### config.mk
export PLATFORM = sky130hd
export DESIGN_NAME = ahbl_err_slave
export DESIGN_NICKNAME = d
export VERILOG_FILES = /design/src/rtl/ahbl_err_pkg.sv /design/src/rtl/ahbl_err_capture.sv /design/src/rtl/ahbl_err_check.sv /design/src/rtl/ahbl_err_seq.sv /design/src/rtl/ahbl_err_regs.sv /design/src/rtl/ahbl_err_slave.sv
export SDC_FILE = /design/constraint.sdc
export NUM_CORES = 1
export LEC_CHECK = 0
export ABC_AREA = 0
export ABC_CLOCK_PERIOD_IN_PS = 5700
export BUFFER_PORTS_ARGS = -buffer_cell sky130_fd_sc_hd__buf_2
export CAP_MARGIN = 40
export CORE_MARGIN = 4
export CORE_UTILIZATION = 50
export CTS_BUF_LIST = sky130_fd_sc_hd__clkbuf_2
export CTS_CLUSTER_SIZE = 28
export DETAILED_ROUTE_END_ITERATION = 12
export PLACE_DENSITY = 0.71
export SLEW_MARGIN = 20
export SYNTH_ARGS = -nofsm -noshare
export SYNTH_HDL_FRONTEND = slang
export SYNTH_HIERARCHICAL = 1
export SYNTH_SLANG_ARGS = --single-unit
### constraint.sdc
create_clock -name clk_i -period 5.7 [get_ports clk_i]
set_clock_uncertainty 0.2 [all_clocks]
set_input_delay 0.57 -clock clk_i [delete_from_list [all_inputs] [get_ports clk_i]]
set_output_delay 0.57 -clock clk_i [all_outputs]
set_load 0.03 [all_outputs]
### src/rtl/ahbl_err_pkg.sv
package ahbl_err_pkg;

  localparam int unsigned DATA_W = 32;
  localparam int unsigned IDX_W  = 3;

  // word index map, byte offset = index * 4
  localparam logic [IDX_W-1:0] IDX_CTRL0     = 3'd0;
  localparam logic [IDX_W-1:0] IDX_CTRL1     = 3'd1;
  localparam logic [IDX_W-1:0] IDX_STATUS    = 3'd2;
  localparam logic [IDX_W-1:0] IDX_FLAG_CLR  = 3'd3;
  localparam logic [IDX_W-1:0] IDX_FLAG_SET  = 3'd4;
  localparam logic [IDX_W-1:0] IDX_QUEUE     = 3'd5;
  localparam logic [IDX_W-1:0] IDX_FIRST_GAP = 3'd6;
  localparam int unsigned      NUM_CTRL      = 2;

  localparam logic [2:0] SIZE_WORD = 3'b010;
  localparam int unsigned PRIV_BIT = 1;

  localparam int unsigned ST_EMPTY_BIT = 0;
  localparam int unsigned ST_FULL_BIT  = 1;
  localparam int unsigned ST_CNT_LSB   = 8;
  localparam int unsigned ST_CNT_W     = 8;

  typedef enum logic {
    RSP_OKAY  = 1'b0,
    RSP_ERROR = 1'b1
  } rsp_e;

  typedef enum logic {
    SEQ_IDLE = 1'b0,
    SEQ_TAIL = 1'b1
  } seq_e;

  typedef struct packed {
    logic             write;
    logic [2:0]       size;
    logic             priv;
    logic [IDX_W-1:0] idx;
    logic             off_map;
  } ctx_t;

endpackage

### src/rtl/ahbl_err_capture.sv
module ahbl_err_capture
  import ahbl_err_pkg::*;
#(
  parameter int unsigned ADDR_W = 12
) (
  input  logic              clk_i,
  input  logic              rst_ni,
  input  logic              sel_i,
  input  logic              ready_i,
  input  logic [1:0]        trans_i,
  input  logic [ADDR_W-1:0] addr_i,
  input  logic              write_i,
  input  logic [2:0]        size_i,
  input  logic [3:0]        prot_i,
  output logic              valid_o,
  output ctx_t              ctx_o
);

  localparam int unsigned MAP_MSB = IDX_W + 1;

  logic take;
  logic off_map;
  ctx_t ctx_d;
  logic unused_bits;

  // NONSEQ and SEQ both have bit 1 set
  assign take = sel_i && trans_i[1];

  generate
    if (ADDR_W > MAP_MSB + 1) begin : g_wide
      assign off_map = |addr_i[ADDR_W-1:MAP_MSB+1];
    end else begin : g_narrow
      assign off_map = 1'b0;
    end
  endgenerate

  assign unused_bits = ^{addr_i[1:0], trans_i[0], prot_i[3:2], prot_i[0]};

  always_comb begin
    ctx_d         = '0;
    ctx_d.write   = write_i;
    ctx_d.size    = size_i;
    ctx_d.priv    = prot_i[PRIV_BIT];
    ctx_d.idx     = addr_i[MAP_MSB:2];
    ctx_d.off_map = off_map;
  end

  always_ff @(posedge clk_i or negedge rst_ni) begin
    if (!rst_ni) begin
      valid_o <= 1'b0;
      ctx_o   <= '0;
    end else if (ready_i) begin
      valid_o <= take;
      if (take) ctx_o <= ctx_d;
    end
  end

endmodule

### src/rtl/ahbl_err_check.sv
module ahbl_err_check
  import ahbl_err_pkg::*;
(
  input  logic valid_i,
  input  ctx_t ctx_i,
  output logic fault_o
);

  logic gap_hit;
  logic ro_write;
  logic user_mode;
  logic bad_size;

  assign gap_hit   = ctx_i.off_map || (ctx_i.idx >= IDX_FIRST_GAP);
  assign ro_write  = ctx_i.write && (ctx_i.idx == IDX_STATUS);
  assign user_mode = !ctx_i.priv;
  assign bad_size  = ctx_i.size != SIZE_WORD;

  assign fault_o = valid_i && (gap_hit || ro_write || user_mode || bad_size);

endmodule

### src/rtl/ahbl_err_seq.sv
module ahbl_err_seq
  import ahbl_err_pkg::*;
(
  input  logic clk_i,
  input  logic rst_ni,
  input  logic valid_i,
  input  logic fault_i,
  output logic resp_o,
  output logic readyout_o,
  output logic commit_o
);

  seq_e state_q, state_d;
  rsp_e rsp;

  always_comb begin
    state_d    = state_q;
    rsp        = RSP_OKAY;
    readyout_o = 1'b1;
    commit_o   = 1'b0;
    unique case (state_q)
      SEQ_IDLE: begin
        if (fault_i) begin
          rsp        = RSP_ERROR;
          readyout_o = 1'b0;
          state_d    = SEQ_TAIL;
        end else begin
          commit_o = valid_i;
        end
      end
      SEQ_TAIL: begin
        // response must stay ERROR while the bus is released
        rsp     = RSP_ERROR;
        state_d = SEQ_IDLE;
      end
      default: state_d = SEQ_IDLE;
    endcase
  end

  assign resp_o = rsp;

  always_ff @(posedge clk_i or negedge rst_ni) begin
    if (!rst_ni) state_q <= SEQ_IDLE;
    else         state_q <= state_d;
  end

endmodule

### src/rtl/ahbl_err_regs.sv
module ahbl_err_regs
  import ahbl_err_pkg::*;
#(
  parameter int unsigned QUEUE_DEPTH = 4,
  parameter int unsigned FLAG_W      = 8
) (
  input  logic              clk_i,
  input  logic              rst_ni,
  input  logic              commit_i,
  input  logic              write_i,
  input  logic [IDX_W-1:0]  idx_i,
  input  logic [DATA_W-1:0] wdata_i,
  output logic [DATA_W-1:0] rdata_o
);

  localparam int unsigned PTR_W = (QUEUE_DEPTH > 1) ? $clog2(QUEUE_DEPTH) : 1;
  localparam int unsigned CNT_W = $clog2(QUEUE_DEPTH + 1);

  logic              wr_en, rd_en;
  logic [DATA_W-1:0] ctrl_q [NUM_CTRL];
  logic [FLAG_W-1:0] flags_q;
  logic [DATA_W-1:0] mem_q  [QUEUE_DEPTH];
  logic [PTR_W-1:0]  wr_ptr_q, rd_ptr_q;
  logic [CNT_W-1:0]  cnt_q;
  logic              q_full, q_empty, push, pop;

  function automatic logic [PTR_W-1:0] ptr_inc(input logic [PTR_W-1:0] p);
    return (p == PTR_W'(QUEUE_DEPTH - 1)) ? '0 : p + 1'b1;
  endfunction

  assign wr_en   = commit_i && write_i;
  assign rd_en   = commit_i && !write_i;
  assign q_full  = cnt_q == CNT_W'(QUEUE_DEPTH);
  assign q_empty = cnt_q == '0;
  assign push    = wr_en && (idx_i == IDX_QUEUE) && !q_full;
  assign pop     = rd_en && (idx_i == IDX_QUEUE) && !q_empty;

  generate
    for (genvar g = 0; g < NUM_CTRL; g++) begin : g_ctrl
      always_ff @(posedge clk_i or negedge rst_ni) begin
        if (!rst_ni)                                ctrl_q[g] <= '0;
        else if (wr_en && idx_i == IDX_W'(g))       ctrl_q[g] <= wdata_i;
      end
    end

    for (genvar e = 0; e < QUEUE_DEPTH; e++) begin : g_slot
      always_ff @(posedge clk_i) begin
        if (push && wr_ptr_q == PTR_W'(e)) mem_q[e] <= wdata_i;
      end
    end
  endgenerate

  always_ff @(posedge clk_i or negedge rst_ni) begin
    if (!rst_ni) begin
      flags_q <= '0;
    end else if (wr_en && idx_i == IDX_FLAG_CLR) begin
      flags_q <= flags_q & ~wdata_i[FLAG_W-1:0];
    end else if (wr_en && idx_i == IDX_FLAG_SET) begin
      flags_q <= flags_q | wdata_i[FLAG_W-1:0];
    end
  end

  always_ff @(posedge clk_i or negedge rst_ni) begin
    if (!rst_ni) begin
      wr_ptr_q <= '0;
      rd_ptr_q <= '0;
      cnt_q    <= '0;
    end else begin
      if (push) wr_ptr_q <= ptr_inc(wr_ptr_q);
      if (pop)  rd_ptr_q <= ptr_inc(rd_ptr_q);
      unique case ({push, pop})
        2'b10:   cnt_q <= cnt_q + 1'b1;
        2'b01:   cnt_q <= cnt_q - 1'b1;
        default: cnt_q <= cnt_q;
      endcase
    end
  end

  always_comb begin
    rdata_o = '0;
    if (rd_en) begin
      unique case (idx_i)
        IDX_CTRL0: rdata_o = ctrl_q[0];
        IDX_CTRL1: rdata_o = ctrl_q[1];
        IDX_STATUS: begin
          rdata_o[ST_EMPTY_BIT]              = q_empty;
          rdata_o[ST_FULL_BIT]               = q_full;
          rdata_o[ST_CNT_LSB +: ST_CNT_W]    = ST_CNT_W'(cnt_q);
        end
        IDX_FLAG_CLR, IDX_FLAG_SET: rdata_o[FLAG_W-1:0] = flags_q;
        IDX_QUEUE: rdata_o = q_empty ? '0 : mem_q[rd_ptr_q];
        default:   rdata_o = '0;
      endcase
    end
  end

endmodule

### src/rtl/ahbl_err_slave.sv
module ahbl_err_slave
  import ahbl_err_pkg::*;
#(
  parameter int unsigned ADDR_W      = 12,
  parameter int unsigned QUEUE_DEPTH = 4,
  parameter int unsigned FLAG_W      = 8
) (
  input  logic              clk_i,
  input  logic              rst_ni,
  input  logic              sel_i,
  input  logic [ADDR_W-1:0] addr_i,
  input  logic [1:0]        trans_i,
  input  logic              write_i,
  input  logic [2:0]        size_i,
  input  logic [3:0]        prot_i,
  input  logic [DATA_W-1:0] wdata_i,
  input  logic              ready_i,
  output logic              readyout_o,
  output logic              resp_o,
  output logic [DATA_W-1:0] rdata_o
);

  logic valid;
  ctx_t ctx;
  logic fault;
  logic commit;

  ahbl_err_capture #(.ADDR_W(ADDR_W)) u_capture (
    .clk_i   (clk_i),
    .rst_ni  (rst_ni),
    .sel_i   (sel_i),
    .ready_i (ready_i),
    .trans_i (trans_i),
    .addr_i  (addr_i),
    .write_i (write_i),
    .size_i  (size_i),
    .prot_i  (prot_i),
    .valid_o (valid),
    .ctx_o   (ctx)
  );

  ahbl_err_check u_check (
    .valid_i (valid),
    .ctx_i   (ctx),
    .fault_o (fault)
  );

  ahbl_err_seq u_seq (
    .clk_i      (clk_i),
    .rst_ni     (rst_ni),
    .valid_i    (valid),
    .fault_i    (fault),
    .resp_o     (resp_o),
    .readyout_o (readyout_o),
    .commit_o   (commit)
  );

  ahbl_err_regs #(
    .QUEUE_DEPTH (QUEUE_DEPTH),
    .FLAG_W      (FLAG_W)
  ) u_regs (
    .clk_i    (clk_i),
    .rst_ni   (rst_ni),
    .commit_i (commit),
    .write_i  (ctx.write),
    .idx_i    (ctx.idx),
    .wdata_i  (wdata_i),
    .rdata_o  (rdata_o)
  );

endmodule

==> flow_summary.json <==
{
  "status": "complete, no violations",
  "syn_area_per_cell_um2": 16.0,
  "worst_pin_slew_ns": 0.807,
  "synth_edf_count": 128,
  "synth_flop_cell": "edfxtp_1",
  "r2r_cells": 7,
  "cts-root-buf": "clkbuf_2",
  "hp-class": "input pin to async pin",
  "fin_crit_sh": 0.732,
  "rsz0062_at_grt": "false",
  "via_count": 5779,
  "place_hpwl_um": 12400,
  "routed_wl_um": 20800,
  "rows": 49,
  "slew_headroom": 0.458,
  "layout_commonest_cell": "edfxtp_1",
  "grt_pass1_vias": 6121,
  "cts_resized": 0,
  "cp_max_fo": 10,
  "grt_usage": 0.200,
  "required_ns": 4.93,
  "powerDensity_nw_per_um2": 355,
  "syn_nets": 652,
  "cts_sinks": 218,
  "drcViolationCount": 0,
  "yosys_warnings": 6,
  "irDropWorstVdd_mv": 0.167,
  "endpoint_kind": "output port",
  "core_area_um2": 18200,
  "numCtsBuffers": 54,
  "ios": 92,
  "clk_pin_slew_ns": 0.10,
  "tritoncts": "done",
  "synth-seq-cells": 218,
  "hold_viol": 0,
  "final_max_slew_viol_count": 0,
  "fillCellCount": 1392,
  "grt_pass1_wl_um": 33400,
  "syn_inst": 587,
  "timing.rr.end": "u_regs/mem_q[2][10]",
  "dieWidth_um": 145,
  "syn2layout_area_growth_pct": 18.4,
  "async_reset_ff_frac": 0.413,
  "grt-ovfl-total": 0,
  "netlist_area_um2": 9390,
  "synth_cell_types": 41,
  "arrival_ns": 3.40,
  "drive_gt1_frac": 0.398,
  "ant_nets": 0,
  "yosysSeqAreaShare": 0.650,
  "critPathCapture": "rdata_o[10]",
  "wire_per_inst_um": 20.1,
  "cellLeakagePower_uw": 0.00453,
  "avgViaCountPerCell": 5.58,
  "die-area_um2": 21000,
  "yosys.area.top_type": "edfxtp_1",
  "startpoint": "u_capture/ctx_o[5]",
  "yosys.area.top_type_share": 0.410,
  "regToRegSetupSlack_ns": 2.01,
  "mostFrequentLayoutCells": "edfxtp_1, dfrtp_1, clkbuf_2, buf_2, nor2_1",
  "htree_levels": 2,
  "drtPass1Iterations": 7,
  "cts_max_path_buffers": 3,
  "cp-start-kind": "flip-flop",
  "initial_utilization": 0.515,
  "maxCapViolCount": 0,
  "insertion_delay_ns": 0.82,
  "first_iter_violations": 387,
  "fmax_mhz": 240,
  "fin_nets": 824,
  "fin_tns_setup_ns": 0,
  "antenna_found_initial": 1,
  "grt_max_degree": 48,
  "critPathKind": "flip-flop to output port",
  "r2r-start": "u_capture/ctx_o[5]",
  "ys_top_cells_by_area": "edfxtp_1, dfrtp_1, mux4_2",
  "final-setup-viol-count": 0,
  "die_y_um": 145,
  "fin_hold_ws_ns": 0.114,
  "routabilityCongestion": 0.763,
  "fin_crit_ns": 4.17,
  "port_buffers": 85
}
synth_stat cells, types with 5 or more instances:
master,instances
o21ai_0,12
a22oi_1,6
edfxtp_1,128
nor2_1,52
dfrtp_1,90
ha_1,6
mux2_4,38
clkbuf_1,13
buf_2,13
mux2_2,40
a21oi_1,42
a31oi_1,15
inv_1,10
mux2i_1,26
nand2_1,14
a2bb2oi_1,6
buf_6,5
mux4_2,32
how the worst min path moves through the flow:
stage                            from                  to  cells past startpoint
floorplan                      rst_ni  u_capture/ctx_o[0]                      0
global placement    u_regs/ctrl_q[36]   u_regs/ctrl_q[36]                      1
global route                   rst_ni   u_regs/ctrl_q[12]                      3
CTS                            rst_ni   u_regs/ctrl_q[47]                      3
finish                         rst_ni   u_regs/ctrl_q[12]                      3
detailed placement  u_regs/ctrl_q[36]   u_regs/ctrl_q[36]                      1
worst max-delay path: stages (launching register included):
cell	delay, ns
dfrtp_1	0.40
nor4b_2	0.31
a31oi_1	0.18
nor3b_1	0.32
nand2b_1	0.36
a21oi_1	0.30
nand2_1	0.31
nor2_1	0.24
buf_2	0.23
power by group:
group / switching (µW) / internal (µW) / total, µW
clock network: 612 / 407 / 1020
logic: 385 / 480 / 864
registers: 155 / 1910 / 2060
stage by stage:
stage | setup WS [ns] | cells | util | power, µW | instance area, µm²
after global routing | 1.19 | 1035 | 0.610 | 4170 | 11100
after detailed placement | 1.97 | 885 | 0.557 | 2930 | 10100
final | 1.53 | 1035 | 0.610 | 3950 | 11100
after CTS | 1.09 | 1033 | 0.610 | 3980 | 11100
after global placement | 1.98 | 880 | 0.553 | 2870 | 10100
after floorplan | 2.52 | 587 | - | 2710 | 9390
layout make-up:
| cell class | count | area (µm²) | share of cell area |
|---|---|---|---|
| Multi-Input combinational cell | 324 | 3080 | 0.277 |
| Antenna cell | 1 | 2.50 | 0.000225 |
| Sequential cell | 218 | 6100 | 0.549 |
| Tap cell | 229 | 287 | 0.0258 |
| Inverter | 10 | 37.5 | 0.00338 |
| Clock inverter | 15 | 68.8 | 0.00619 |
| Timing Repair Buffer | 151 | 1110 | 0.0995 |
| Clock buffer | 87 | 435 | 0.0392 |
sequential cells by signal, indices dropped and copies added, names as in the netlist, named ones only:
name / flops
u_capture/ctx_o: 9
u_capture/valid_o: 1
u_regs/cnt_q: 3
u_regs/ctrl_q: 64
u_regs/mem_q: 128
u_regs/rd_ptr_q: 2
u_regs/wr_ptr_q: 2
u_seq/state_q: 1
cells by family after synthesis:
family	count (synthesis)	synth area share
flops	218	0.650
simple gates	92	0.0461
xor+xnor	3	0.00280
buf+inv	45	0.0237
fa+ha+maj	7	0.0101
compound gates	84	0.0520
mux	138	0.216
layer usage:
metal / routed length (µm) / global-route usage
met1: 8450 / 0.260
met2: 10700 / 0.339
met3: 1250 / 0.0408
met4: 403 / 0.0694
met5: 0 / 0
timing repair:
item | CTS | global route
hold endpoints to repair | 261 | 0
hold buffers | 46 | 0
buffers inserted | 0 | 0
(Power assumes the default switching activity.)
